**config.mk**
```make
export PLATFORM = sky130hd
export DESIGN_NAME = indirect_reg_bridge
export DESIGN_NICKNAME = d
export VERILOG_FILES = /design/src/rtl/ibr_pkg.sv /design/src/rtl/ibr_host_regs.sv /design/src/rtl/ibr_xfer_engine.sv /design/src/rtl/indirect_reg_bridge.sv
export SDC_FILE = /design/constraint.sdc
export NUM_CORES = 1
export LEC_CHECK = 0
export BUFFER_PORTS_ARGS = -buffer_cell sky130_fd_sc_hd__buf_2
export CAP_MARGIN = 15
export CORE_ASPECT_RATIO = 0.5
export CORE_MARGIN = 3
export CORE_UTILIZATION = 38
export CTS_BUF_LIST = sky130_fd_sc_hd__clkbuf_2 sky130_fd_sc_hd__clkbuf_4 sky130_fd_sc_hd__clkbuf_8
export CTS_CLUSTER_DIAMETER = 40
export DETAILED_ROUTE_END_ITERATION = 10
export GPL_ROUTABILITY_DRIVEN = 1
export SYNTH_ARGS = -nofsm -noshare
export SYNTH_HDL_FRONTEND = slang
export SYNTH_HIERARCHICAL = 1
export SYNTH_SLANG_ARGS = --single-unit
```
**constraint.sdc**
```tcl
create_clock -name clk -period 2.89 [get_ports clk]
set_clock_uncertainty 0.2 [all_clocks]
set_input_delay 0.7225 -clock clk [delete_from_list [all_inputs] [get_ports clk]]
set_output_delay 0.7225 -clock clk [all_outputs]
set_load 0.01 [all_outputs]
```
**src/rtl/ibr_pkg.sv**
```systemverilog
package ibr_pkg;
  localparam int WORD_W = 32;
  localparam int LANES  = WORD_W / 8;

  // word index = host_addr[3:2]
  localparam logic [1:0] IDX_CTRL = 2'd0;
  localparam logic [1:0] IDX_MODE = 2'd1;
  localparam logic [1:0] IDX_ADDR = 2'd2;
  localparam logic [1:0] IDX_DATA = 2'd3;

  typedef enum logic {XS_IDLE, XS_WAIT} xfer_state_t;
endpackage

```
**src/rtl/ibr_host_regs.sv**
```systemverilog
module ibr_host_regs
  import ibr_pkg::*;
#(
  parameter int HADDR_W = 4,
  parameter int TADDR_W = 16
) (
  input  logic                clk,
  input  logic                rst,
  input  logic                host_wr,
  input  logic                host_rd,
  input  logic [HADDR_W-1:0]  host_addr,
  input  logic [WORD_W-1:0]   host_wdata,
  output logic [WORD_W-1:0]   host_rdata,
  input  logic                busy,
  input  logic                cap_en,
  input  logic [WORD_W-1:0]   cap_data,
  output logic                start,
  output logic                mode_wr,
  output logic [LANES-1:0]    mode_be,
  output logic [TADDR_W-1:0]  addr_q,
  output logic [WORD_W-1:0]   data_q
);
  logic       aligned;
  logic [1:0] idx;
  logic       wr_ok;

  assign aligned = (host_addr[1:0] == 2'b00);
  assign idx     = host_addr[3:2];
  assign wr_ok   = host_wr && aligned && !busy;
  assign start   = wr_ok && (idx == IDX_CTRL) && host_wdata[0];

  always_ff @(posedge clk) begin
    if (rst) begin
      mode_wr <= 1'b0;
      mode_be <= '0;
      addr_q  <= '0;
      data_q  <= '0;
    end else begin
      if (wr_ok && idx == IDX_MODE) begin
        mode_wr <= host_wdata[0];
        mode_be <= host_wdata[7:4];
      end
      if (wr_ok && idx == IDX_ADDR) addr_q <= host_wdata[TADDR_W-1:0];
      if (cap_en)                   data_q <= cap_data;
      else if (wr_ok && idx == IDX_DATA) data_q <= host_wdata;
    end
  end

  always_ff @(posedge clk) begin
    if (rst) begin
      host_rdata <= '0;
    end else if (host_rd) begin
      if (!aligned) host_rdata <= '0;
      else begin
        case (idx)
          IDX_CTRL: host_rdata <= {{(WORD_W-1){1'b0}}, busy};
          IDX_MODE: host_rdata <= {{(WORD_W-8){1'b0}}, mode_be, 3'b000, mode_wr};
          IDX_ADDR: host_rdata <= WORD_W'(addr_q);
          default:  host_rdata <= data_q;
        endcase
      end
    end
  end
endmodule

```
**src/rtl/ibr_xfer_engine.sv**
```systemverilog
module ibr_xfer_engine
  import ibr_pkg::*;
#(
  parameter int TADDR_W = 16
) (
  input  logic               clk,
  input  logic               rst,
  input  logic               start,
  input  logic               mode_wr,
  input  logic [LANES-1:0]   mode_be,
  input  logic [TADDR_W-1:0] addr_q,
  input  logic [WORD_W-1:0]  data_q,
  output logic               busy,
  output logic               cap_en,
  output logic [WORD_W-1:0]  cap_data,
  output logic               tgt_req,
  output logic               tgt_we,
  output logic [LANES-1:0]   tgt_be,
  output logic [TADDR_W-1:0] tgt_addr,
  output logic [WORD_W-1:0]  tgt_wdata,
  input  logic               tgt_ack,
  input  logic [WORD_W-1:0]  tgt_rdata
);
  xfer_state_t state;

  always_ff @(posedge clk) begin
    if (rst) begin
      state     <= XS_IDLE;
      tgt_req   <= 1'b0;
      tgt_we    <= 1'b0;
      tgt_be    <= '0;
      tgt_addr  <= '0;
      tgt_wdata <= '0;
    end else begin
      case (state)
        XS_IDLE: if (start) begin
          state     <= XS_WAIT;
          tgt_req   <= 1'b1;
          tgt_we    <= mode_wr;
          tgt_be    <= mode_be;
          tgt_addr  <= addr_q;
          tgt_wdata <= data_q;
        end
        default: if (tgt_ack) begin
          state   <= XS_IDLE;
          tgt_req <= 1'b0;
        end
      endcase
    end
  end

  assign busy     = (state == XS_WAIT);
  assign cap_en   = busy && tgt_ack && !tgt_we;
  assign cap_data = tgt_rdata;
endmodule

```
**src/rtl/indirect_reg_bridge.sv**
```systemverilog
module indirect_reg_bridge
  import ibr_pkg::*;
#(
  parameter int HADDR_W = 4,
  parameter int TADDR_W = 16
) (
  input  logic               clk,
  input  logic               rst,
  input  logic               host_wr,
  input  logic               host_rd,
  input  logic [HADDR_W-1:0] host_addr,
  input  logic [31:0]        host_wdata,
  output logic [31:0]        host_rdata,
  output logic               tgt_req,
  output logic               tgt_we,
  output logic [3:0]         tgt_be,
  output logic [TADDR_W-1:0] tgt_addr,
  output logic [31:0]        tgt_wdata,
  input  logic               tgt_ack,
  input  logic [31:0]        tgt_rdata
);
  logic               start;
  logic               busy;
  logic               cap_en;
  logic [WORD_W-1:0]  cap_data;
  logic               mode_wr;
  logic [LANES-1:0]   mode_be;
  logic [TADDR_W-1:0] addr_q;
  logic [WORD_W-1:0]  reg_data;

  ibr_host_regs #(.HADDR_W(HADDR_W), .TADDR_W(TADDR_W)) u_regs (
    .clk(clk), .rst(rst),
    .host_wr(host_wr), .host_rd(host_rd), .host_addr(host_addr),
    .host_wdata(host_wdata), .host_rdata(host_rdata),
    .busy(busy), .cap_en(cap_en), .cap_data(cap_data),
    .start(start), .mode_wr(mode_wr), .mode_be(mode_be),
    .addr_q(addr_q), .data_q(reg_data)
  );

  ibr_xfer_engine #(.TADDR_W(TADDR_W)) u_engine (
    .clk(clk), .rst(rst), .start(start),
    .mode_wr(mode_wr), .mode_be(mode_be), .addr_q(addr_q), .data_q(reg_data),
    .busy(busy), .cap_en(cap_en), .cap_data(cap_data),
    .tgt_req(tgt_req), .tgt_we(tgt_we), .tgt_be(tgt_be),
    .tgt_addr(tgt_addr), .tgt_wdata(tgt_wdata),
    .tgt_ack(tgt_ack), .tgt_rdata(tgt_rdata)
  );
endmodule

```
Word-level counts from Yosys, hierarchy flattened
Index checks and enable logic that the tools add are counted.
{ "word_totals": {"register_bits": 140, "latch_bits": 0, "ram_bits": 0, "romBits": 0, "inputBits": 73, "out_inout_bits": 86, "elab_cells": 43, "n_memories": 0} }
{ "op_classes": {"add_sub_neg": 0, "mul": 0, "div_mod_pow": 0, "order_cmp": 0, "n_eq_ne": 4, "shift": 0, "muxes": 10, "n_bitwise": 1, "reduce_logical": 17} }
{ "ops": {"columns": ["cell", "count"], "rows": [
  ["$mux 32", 3],
  ["$pmux 32 s3", 1],
  ["$logic_and 1x1->1", 9],
  ["$mux 1", 6],
  ["$eq 2x2->1 const B", 2],
  ["$logic_not 2->1", 2],
  ["$reduce_and 2->1", 2],
  ["$reduce_bool 2->1", 2],
  ["$eq 2x1->1 const B", 1],
  ["$logic_not 1->1", 2],
  ["$ne 2x2->1 const B", 1],
  ["$not 1->1", 1]
]} }

Depth between registers and ports, before layout
Gate-level depths: netlist of the first run.
{ "depth": {"ltp_word": 7, "depth_mapped": 9} }

Cells and area by module
Netlist of the first run, hierarchy kept.
{ "modules_own_cells": {"columns": ["module", "n_inst", "cells_per_inst", "area_each_um2", "seq_area_each_um2"], "rows": [
  ["ibr_host_regs", 1, 422, 3935.0, 1701.6],
  ["ibr_xfer_engine", 1, 283, 2960.3, 1101.1]
]} }

Worst setup path before layout of the first run
No wires, ideal clock.
{ "synth_timing": {"path_kind": "input to register", "startpoint": "input port host_addr[1]", "endpoint": "register u_engine.tgt_wdata[0]", "setup_ns": 0.116, "t_arrival_ns": 2.401, "required_time_ns": 2.574, "setup_slack_ns": 0.173, "path_stages": 9, "n_path_buf": 5, "cell_sequence": "or4b_1 buf_6 buf_6 nor4b_2 buf_6 nor2b_4 buf_6 buf_6 o21ai_2"} }
{ "synth_via": {"elab_chain_cells": 6} }
{ "synth_lines": {"columns": ["element", "line", "text"], "rows": [
  ["start, declared", "indirect_reg_bridge.sv:11", "input logic [HADDR_W-1:0] host_addr,"],
  ["$logic_not 2->1", "ibr_host_regs.sv:27", "assign aligned = (host_addr[1:0] == 2'b00);"],
  ["$logic_and 1x1->1 (2 in a row)", "ibr_host_regs.sv:29", "assign wr_ok = host_wr && aligned && !busy;"],
  ["$logic_and 1x1->1 (2 in a row)", "ibr_host_regs.sv:30", "assign start = wr_ok && (idx == IDX_CTRL) && host_wdata[0];"],
  ["net start", "indirect_reg_bridge.sv:22", "logic start;"],
  ["$reduce_and 2->1 (no line)", null, null],
  ["end signal, assigned", "ibr_xfer_engine.sv:42", "tgt_wdata <= data_q;"],
  ["end, declared", "ibr_xfer_engine.sv:20", "output logic [WORD_W-1:0] tgt_wdata,"]
]} }
The timed path passes the listed nets, and every way through them passes these cells.
A chain may end at the register's enable or synchronous reset.

Final worst setup path of the first run
{ "layout_timing": {"startpoint": "input port host_addr[1]", "endpoint": "register u_engine.tgt_req"} }
{ "layout_via": {"elab_chain_cells": 7} }
{ "layout_lines": {"columns": ["element", "line", "text"], "rows": [
  ["$logic_not 2->1", "ibr_host_regs.sv:27", null],
  ["$logic_and 1x1->1 (2 in a row)", "ibr_host_regs.sv:29", null],
  ["$logic_and 1x1->1 (2 in a row)", "ibr_host_regs.sv:30", null],
  ["net start", "indirect_reg_bridge.sv:22", null],
  ["$reduce_bool 2->1 (no line)", null, null],
  ["$reduce_and 2->1 (no line)", null, null],
  ["end signal, assigned", "ibr_xfer_engine.sv:29", "tgt_req <= 1'b0;"],
  ["end signal, assigned", "ibr_xfer_engine.sv:38", "tgt_req <= 1'b1;"],
  ["end signal, assigned", "ibr_xfer_engine.sv:46", "tgt_req <= 1'b0;"],
  ["end, declared", "ibr_xfer_engine.sv:16", "output logic tgt_req,"]
]} }
The timed path passes the listed nets, and every way through them passes these cells.

==> results of run 1 <==
[layout make-up]
cell class,count,area (um2)
Clock buffer,18,241.5
Timing Repair Buffer,181,1095
Fill cell,1714,9494
Multi-Input combinational cell,416,3286
Inverter,37,138.9
Sequential cell,140,2804
Clock inverter,14,217.7
Tap cell,234,292.8
[through the flow]
step	cell area, um2	util [%]	hold WS (ns)	total power [mW]	cells
6_report	8075	45.96	0.2743	4.112	1040
5_1_grt	8075	45.96	0.2815	4.263	1040
4_1_cts	8075	45.96	0.2578	4.151	1040
3_5_place_dp	7616	43.35	0.2619	2.303	1008
3_3_place_gp	7616	43.35	0.2560	2.300	1008
2_1_floorplan	6895	-	0.2531	2.210	705
[cells in the final DEF, fill, tap and decap left out, types with 10 or more instances in the layout]
cell | Yosys | routed
buf_2 | 15 | 157
dfxtp_1 | 140 | 139
o21ai_2 | 60 | 60
nand2b_1 | 56 | 56
nand4bb_1 | 53 | 53
inv_1 | 36 | 36
o21ai_1 | 33 | 33
nand3_1 | 32 | 32
a21oi_1 | 32 | 32
a31oi_1 | 32 | 32
a221oi_2 | 29 | 29
a32oi_1 | 27 | 27
nor2_1 | 19 | 18
clkbuf_8 | 0 | 17
buf_4 | 32 | 13
o21ai_0 | 13 | 13
buf_12 | 0 | 10
[critical path, stage by stage]
cell	delay, ns
buf_2	0.13
or4b_2	0.72
nor4b_4	0.28
nor2b_4	0.32
buf_12	0.22
o21ba_1	0.17
[sequential cells by signal, indices dropped and copies added, names as in the netlist]
signal,cells
u_engine/busy,1
u_engine/tgt_addr,16
u_engine/tgt_be,4
u_engine/tgt_req,1
u_engine/tgt_wdata,32
u_engine/tgt_we,1
u_regs/addr_q,16
u_regs/data_q,32
u_regs/host_rdata,32
u_regs/mode_be,4
u_regs/mode_wr,1
[cell families (layout without fill, tap and decap cells)]
family                 count (synthesis)  in the layout  share of synthesized area, %
AO/OA/AOI/OAI                        241            241                         27.73
flip-flops                           140            140                         40.65
multiplexers                           5              5                        0.9798
buffers and inverters                149            250                         12.08
AND/OR/NAND/NOR                      170            170                         18.56
[report_power, final]
part / total [mW] / switching [mW] / internal, mW / leakage, nW
Sequential: 1.95 / 0.0129 / 1.94 / 1.13
Combinational: 0.307 / 0.191 / 0.115 / 1.70
Clock: 1.85 / 0.810 / 1.04 / 0.223
[how the worst max path moves through the flow]
stage	start	to	cells past startpoint
6_report	host_addr[1]	u_engine/tgt_req	6
3_5_place_dp	host_addr[1]	u_engine/tgt_req	6
3_3_place_gp	host_addr[1]	u_engine/tgt_addr[10]	6
2_1_floorplan	host_addr[1]	u_engine/tgt_wdata[0]	9
5_1_grt	u_engine/busy	u_regs/data_q[19]	6
4_1_cts	host_addr[1]	u_engine/tgt_req	6
[per-layer routing]
metal,global-route usage (%),vias to the layer above,wire length [um]
li1,-,2752,-
met1,27.93,2825,9757
met2,31.82,160,9277
met3,4.320,23,1033
met4,6.349,0,293
met5,0,-,0
==> impl_metrics.toml, run 1 <==
[clock_tree]
ctsHoldBuffers = 0
cts_resized = 0
clock-sinks = 140
cts_tree = "yes"
cts_buffer_depth = 2
post_cts_buffers = 0
ctsHtreeMaxLevel = 4
cts-root-buf = "clkbuf_8"
cts-buffers-inserted = 17
insertion_delay_ns = 0.44
clk_pin_slew_ns = 0.08

[timing]
setup_ws_ns = 0.4977
hold_viol_final = 0
finalSetupViolations = 0
period_needed_ns = 2.392
worst-slew-pin-transition_ns = 0.7465
drv_slew = 0
setup_tns_ns = 0
maxSlewHeadroom_pct = 50.23
finalCritPeriodShare_pct = 82.78
rsz0062_at_grt = "false"
timing.fmax_ghz = 0.4180

[yosys]
synthTopCellsByArea = "dfxtp_1, nand4bb_1, o21ai_2, a221oi_2, nand2b_1"
synth_nets = 778
synth_ff_type = "dfxtp_1"
synth_warnings = 6
syn_avg_cell_area_um2 = 9.781
synth_top_area_share_pct = 40.65
yosys-top-cells-count = "dfxtp_1, o21ai_2, nand2b_1"
yosysTopAreaCell = "dfxtp_1"
synth_edf_count = 0
synth_most_common_cell = "dfxtp_1"
syn-cell-area_um2 = 6895
yosys.cell_types.count = 35
synth_seq_cells = 140
ys_seq_area_share_pct = 40.65
synthCells = 705
ys_async_sr_fraction_pct = 0

[finish]
nets = 866
post_route_cells_drive_above_1_share_pct = 39.33
area_growth_pct = 17.11
diodes = 0

[worst_setup_path]
crit_type = "input port to register"
critPathCaptureType = "register"
worstRegToRegCells = 6
rr_startpoint = "u_engine/busy"
r2r_slack_ns = 0.56
arrival_ns = 2.57
r2r-end = "u_regs/data_q[14]"
critPathMaxFanout = 20
cp.required_ns = 3.07
startpoint_type = "input port"

[route]
wl_mm = 20.36
drc = 0
drt-initial-drc-count = 395
num_vias = 5760
viasPerCell = 5.538
wl_per_cell_um = 19.58
final_antenna_net_count = 0
first_pass_iters = 5

[placement]
io_buffers = 158
gp_congestion = 0.7551
detailed_place_hpwl_mm = 13.22
preCtsSetupSlack_ns = 0.05934

[global_routing]
grt_max_degree = 84
antenna_found_initial = 0
globalRoute.totalOverflow = 0
grt_pass1_vias = 5676
track_usage_pct = 20.17
grt_pass1_wl_mm = 31.66

[pwr]
p_leak_nw = 3.057
power_density_nw_per_um2 = 509.2
max-vdd-ir-drop_mv = 0.2890

[flow_run]
cap_violations = 0

[floorplan]
die_area_um2 = 19900
rows = 34
dieWidth_um = 196.5
die_y_um = 101.3
start_util_pct = 39.25
io_pins = 159
core_um2 = 17570

[hold_path]
worstHoldEndpoint = "u_engine/tgt_be[2]"
hold_start = "u_engine/tgt_be[2]"
worstHoldPathCells = 2
hold_class = "register to register"

[run_status]
status = "finished clean"
Power figures use the tool's default switching activity.
==> run 2, diff against run 1 <==
==> constraint.sdc (replaced) <==
create_clock -name clk -period 2.2 [get_ports clk]
set_clock_uncertainty 0.2 [all_clocks]
set_input_delay 0.55 -clock clk [delete_from_list [all_inputs] [get_ports clk]]
set_output_delay 0.55 -clock clk [all_outputs]
set_load 0.01 [all_outputs]
==> run 2 against run 1 <==
Sequential power grew 32%. Via count grew 2.1%. First-iteration DRC count grew 9.9%. Clock-buffer cell count grew 2. Utilization grew 0.28 points. Final cell count grew 0.67%. Worst setup slack lost 0.39 ns. Non-clock buffer count grew 7. Largest cell class unchanged.
==> impl_metrics.toml, run 2 (synthesis gave the netlist of run 1 again) <==
[route]
viasPerCell = 5.616
drc = 0
num_vias = 5880
final_antenna_net_count = 0
drt-initial-drc-count = 434
first_pass_iters = 4
wl_mm = 20.60
wl_per_cell_um = 19.68

[timing]
setup_tns_ns = 0
maxSlewHeadroom_pct = 50.63
finalSetupViolations = 0
hold_viol_final = 0
worst-slew-pin-transition_ns = 0.7406
period_needed_ns = 2.091
finalCritPeriodShare_pct = 95.04
timing.fmax_ghz = 0.4783
rsz0062_at_grt = "false"
hold_ws_ns = 0.1226
setup_ws_ns = 0.1091
drv_slew = 0

[placement]
detailed_place_hpwl_mm = 13.38
io_buffers = 158
gp_congestion = 0.8058
preCtsSetupSlack_ns = -0.2672

[clock_tree]
cts-root-buf = "clkbuf_8"
ctsHtreeMaxLevel = 4
clock-sinks = 140
cts_tree = "yes"
cts_buffer_depth = 2
clk_pin_slew_ns = 0.08
insertion_delay_ns = 0.44
post_cts_buffers = 0
cts-buffers-inserted = 17

[worst_setup_path]
r2r-end = "u_engine/tgt_wdata[22]"
critPathMaxFanout = 30
r2r_slack_ns = 0.11
arrival_ns = 2.21
cp.required_ns = 2.32
critical-path-max-stage-delay_ns = 0.50
crit_type = "register to register"
worstRegToRegCells = 5
path_cells = "or4b_4, nor4b_4, nor2b_4, buf_12, o21ai_2"
slowest_stage = "or4b_4"
rr_startpoint = "u_engine/busy"
critPathCaptureType = "register"
startpoint_type = "register"

[finish]
post-route-util_pct = 46.24
nets = 873
regArea_um2 = 2804
final_cell_mix = "buf_2, dfxtp_1, o21ai_2"
multiInputGateArea_um2 = 3289
reg_top3 = "u_engine/tgt_wdata: 32 flops, u_regs/data_q: 32 flops, u_regs/host_rdata: 32 flops"
nFillCells = 1711
area_growth_pct = 17.82
post_route_cells_drive_above_1_share_pct = 39.85
diodes = 0
final_common_cell = "buf_2"

[global_routing]
grt_util_met3_pct = 4.786
grt_use_met2_pct = 33.53
grt_max_degree = 65
track_usage_pct = 20.27
grt_pass1_wl_mm = 31.80
antenna_found_initial = 0
grt_pass1_vias = 5690
grt.busiest_layer = "met2"
grt_use_met1_pct = 27.06
globalRoute.totalOverflow = 0

[pwr]
power_density_nw_per_um2 = 638.0
p_leak_nw = 3.084
max-vdd-ir-drop_mv = 0.3770
power_mw = 5.183

[run_status]
status = "finished clean"

[floorplan]
die_y_um = 101.3
die_area_um2 = 19900
rows = 34
core_um2 = 17570
dieWidth_um = 196.5
start_util_pct = 39.25
io_pins = 159

[flow_run]
cap_violations = 0

[hold_path]
worstHoldEndpoint = "u_engine/busy"
worstHoldPathCells = 2
hold_start = "tgt_ack"
hold_class = "input port to register"
## run 2: changes by cell type in the layout (fill, tap and decap cells not counted), sizes merged
cell      change
buf           +7
bufinv        -3
clkbuf        +2
clkinv        -2
clkinvlp      +1
inv           +2
## run 2: how the worst max path moves through the flow
stage / from / end / slack [ns] / cells after the start
2_1_floorplan: host_addr[1] / u_engine/tgt_addr[7] / -0.31 / 9
3_3_place_gp: host_addr[1] / u_engine/tgt_addr[8] / -0.22 / 6
3_5_place_dp: host_addr[1] / u_engine/tgt_addr[8] / -0.27 / 6
4_1_cts: u_engine/busy / u_engine/tgt_wdata[22] / 0.10 / 5
5_1_grt: u_engine/busy / u_engine/tgt_wdata[20] / 0.04 / 5
6_report: u_engine/busy / u_engine/tgt_wdata[22] / 0.11 / 5
## run 2: routing by layer
| layer | share of wire, % | vias up |
|---|---|---|
| met4 | 0.97 | 0 |
| met2 | 47 | 159 |
| met1 | 46 | 2937 |
| met5 | 0 | - |
| li1 | - | 2767 |
| met3 | 5.8 | 17 |
## run 2: power breakdown
group | leakage [nW] | internal, mW | total (mW) | switching, mW
sequential | 1.13 | 2.55 | 2.57 | 0.0155
combinational | 1.76 | 0.168 | 0.423 | 0.255
clock | 0.199 | 1.11 | 2.19 | 1.08
## run 2: through the flow
| stage | cells | cell area (um2) |
|---|---|---|
| 2_1_floorplan | 705 | 6927 |
| 3_3_place_gp | 1015 | 7710 |
| 3_5_place_dp | 1015 | 7710 |
| 4_1_cts | 1047 | 8120 |
| 5_1_grt | 1047 | 8124 |
| 6_report | 1047 | 8124 |
## run 2: repair_timing
item | in CTS | in global routing
endpoints found under the setup margin | 0 | 1
resized for setup | 0 | 1
hold buffers | 0 | 0
hold endpoints to repair | 0 | 0
## run 2: final cells by class
class / count / share of cell area [%]
clock buffers: 20 / 3.388
clock inverters: 12 / 1.663
inverters: 37 / 1.710
multi-input cells: 416 / 40.49
flip-flops and latches: 140 / 34.51
well taps: 234 / 3.604
repair buffers: 188 / 14.63
## run 2: critical path: cells and delay by family, from the launching register on
family / cells / cell delay (ns)
flops: 1 / 0.34
simple gates: 3 / 1.05
buf+inv: 1 / 0.26
compound gates: 1 / 0.09
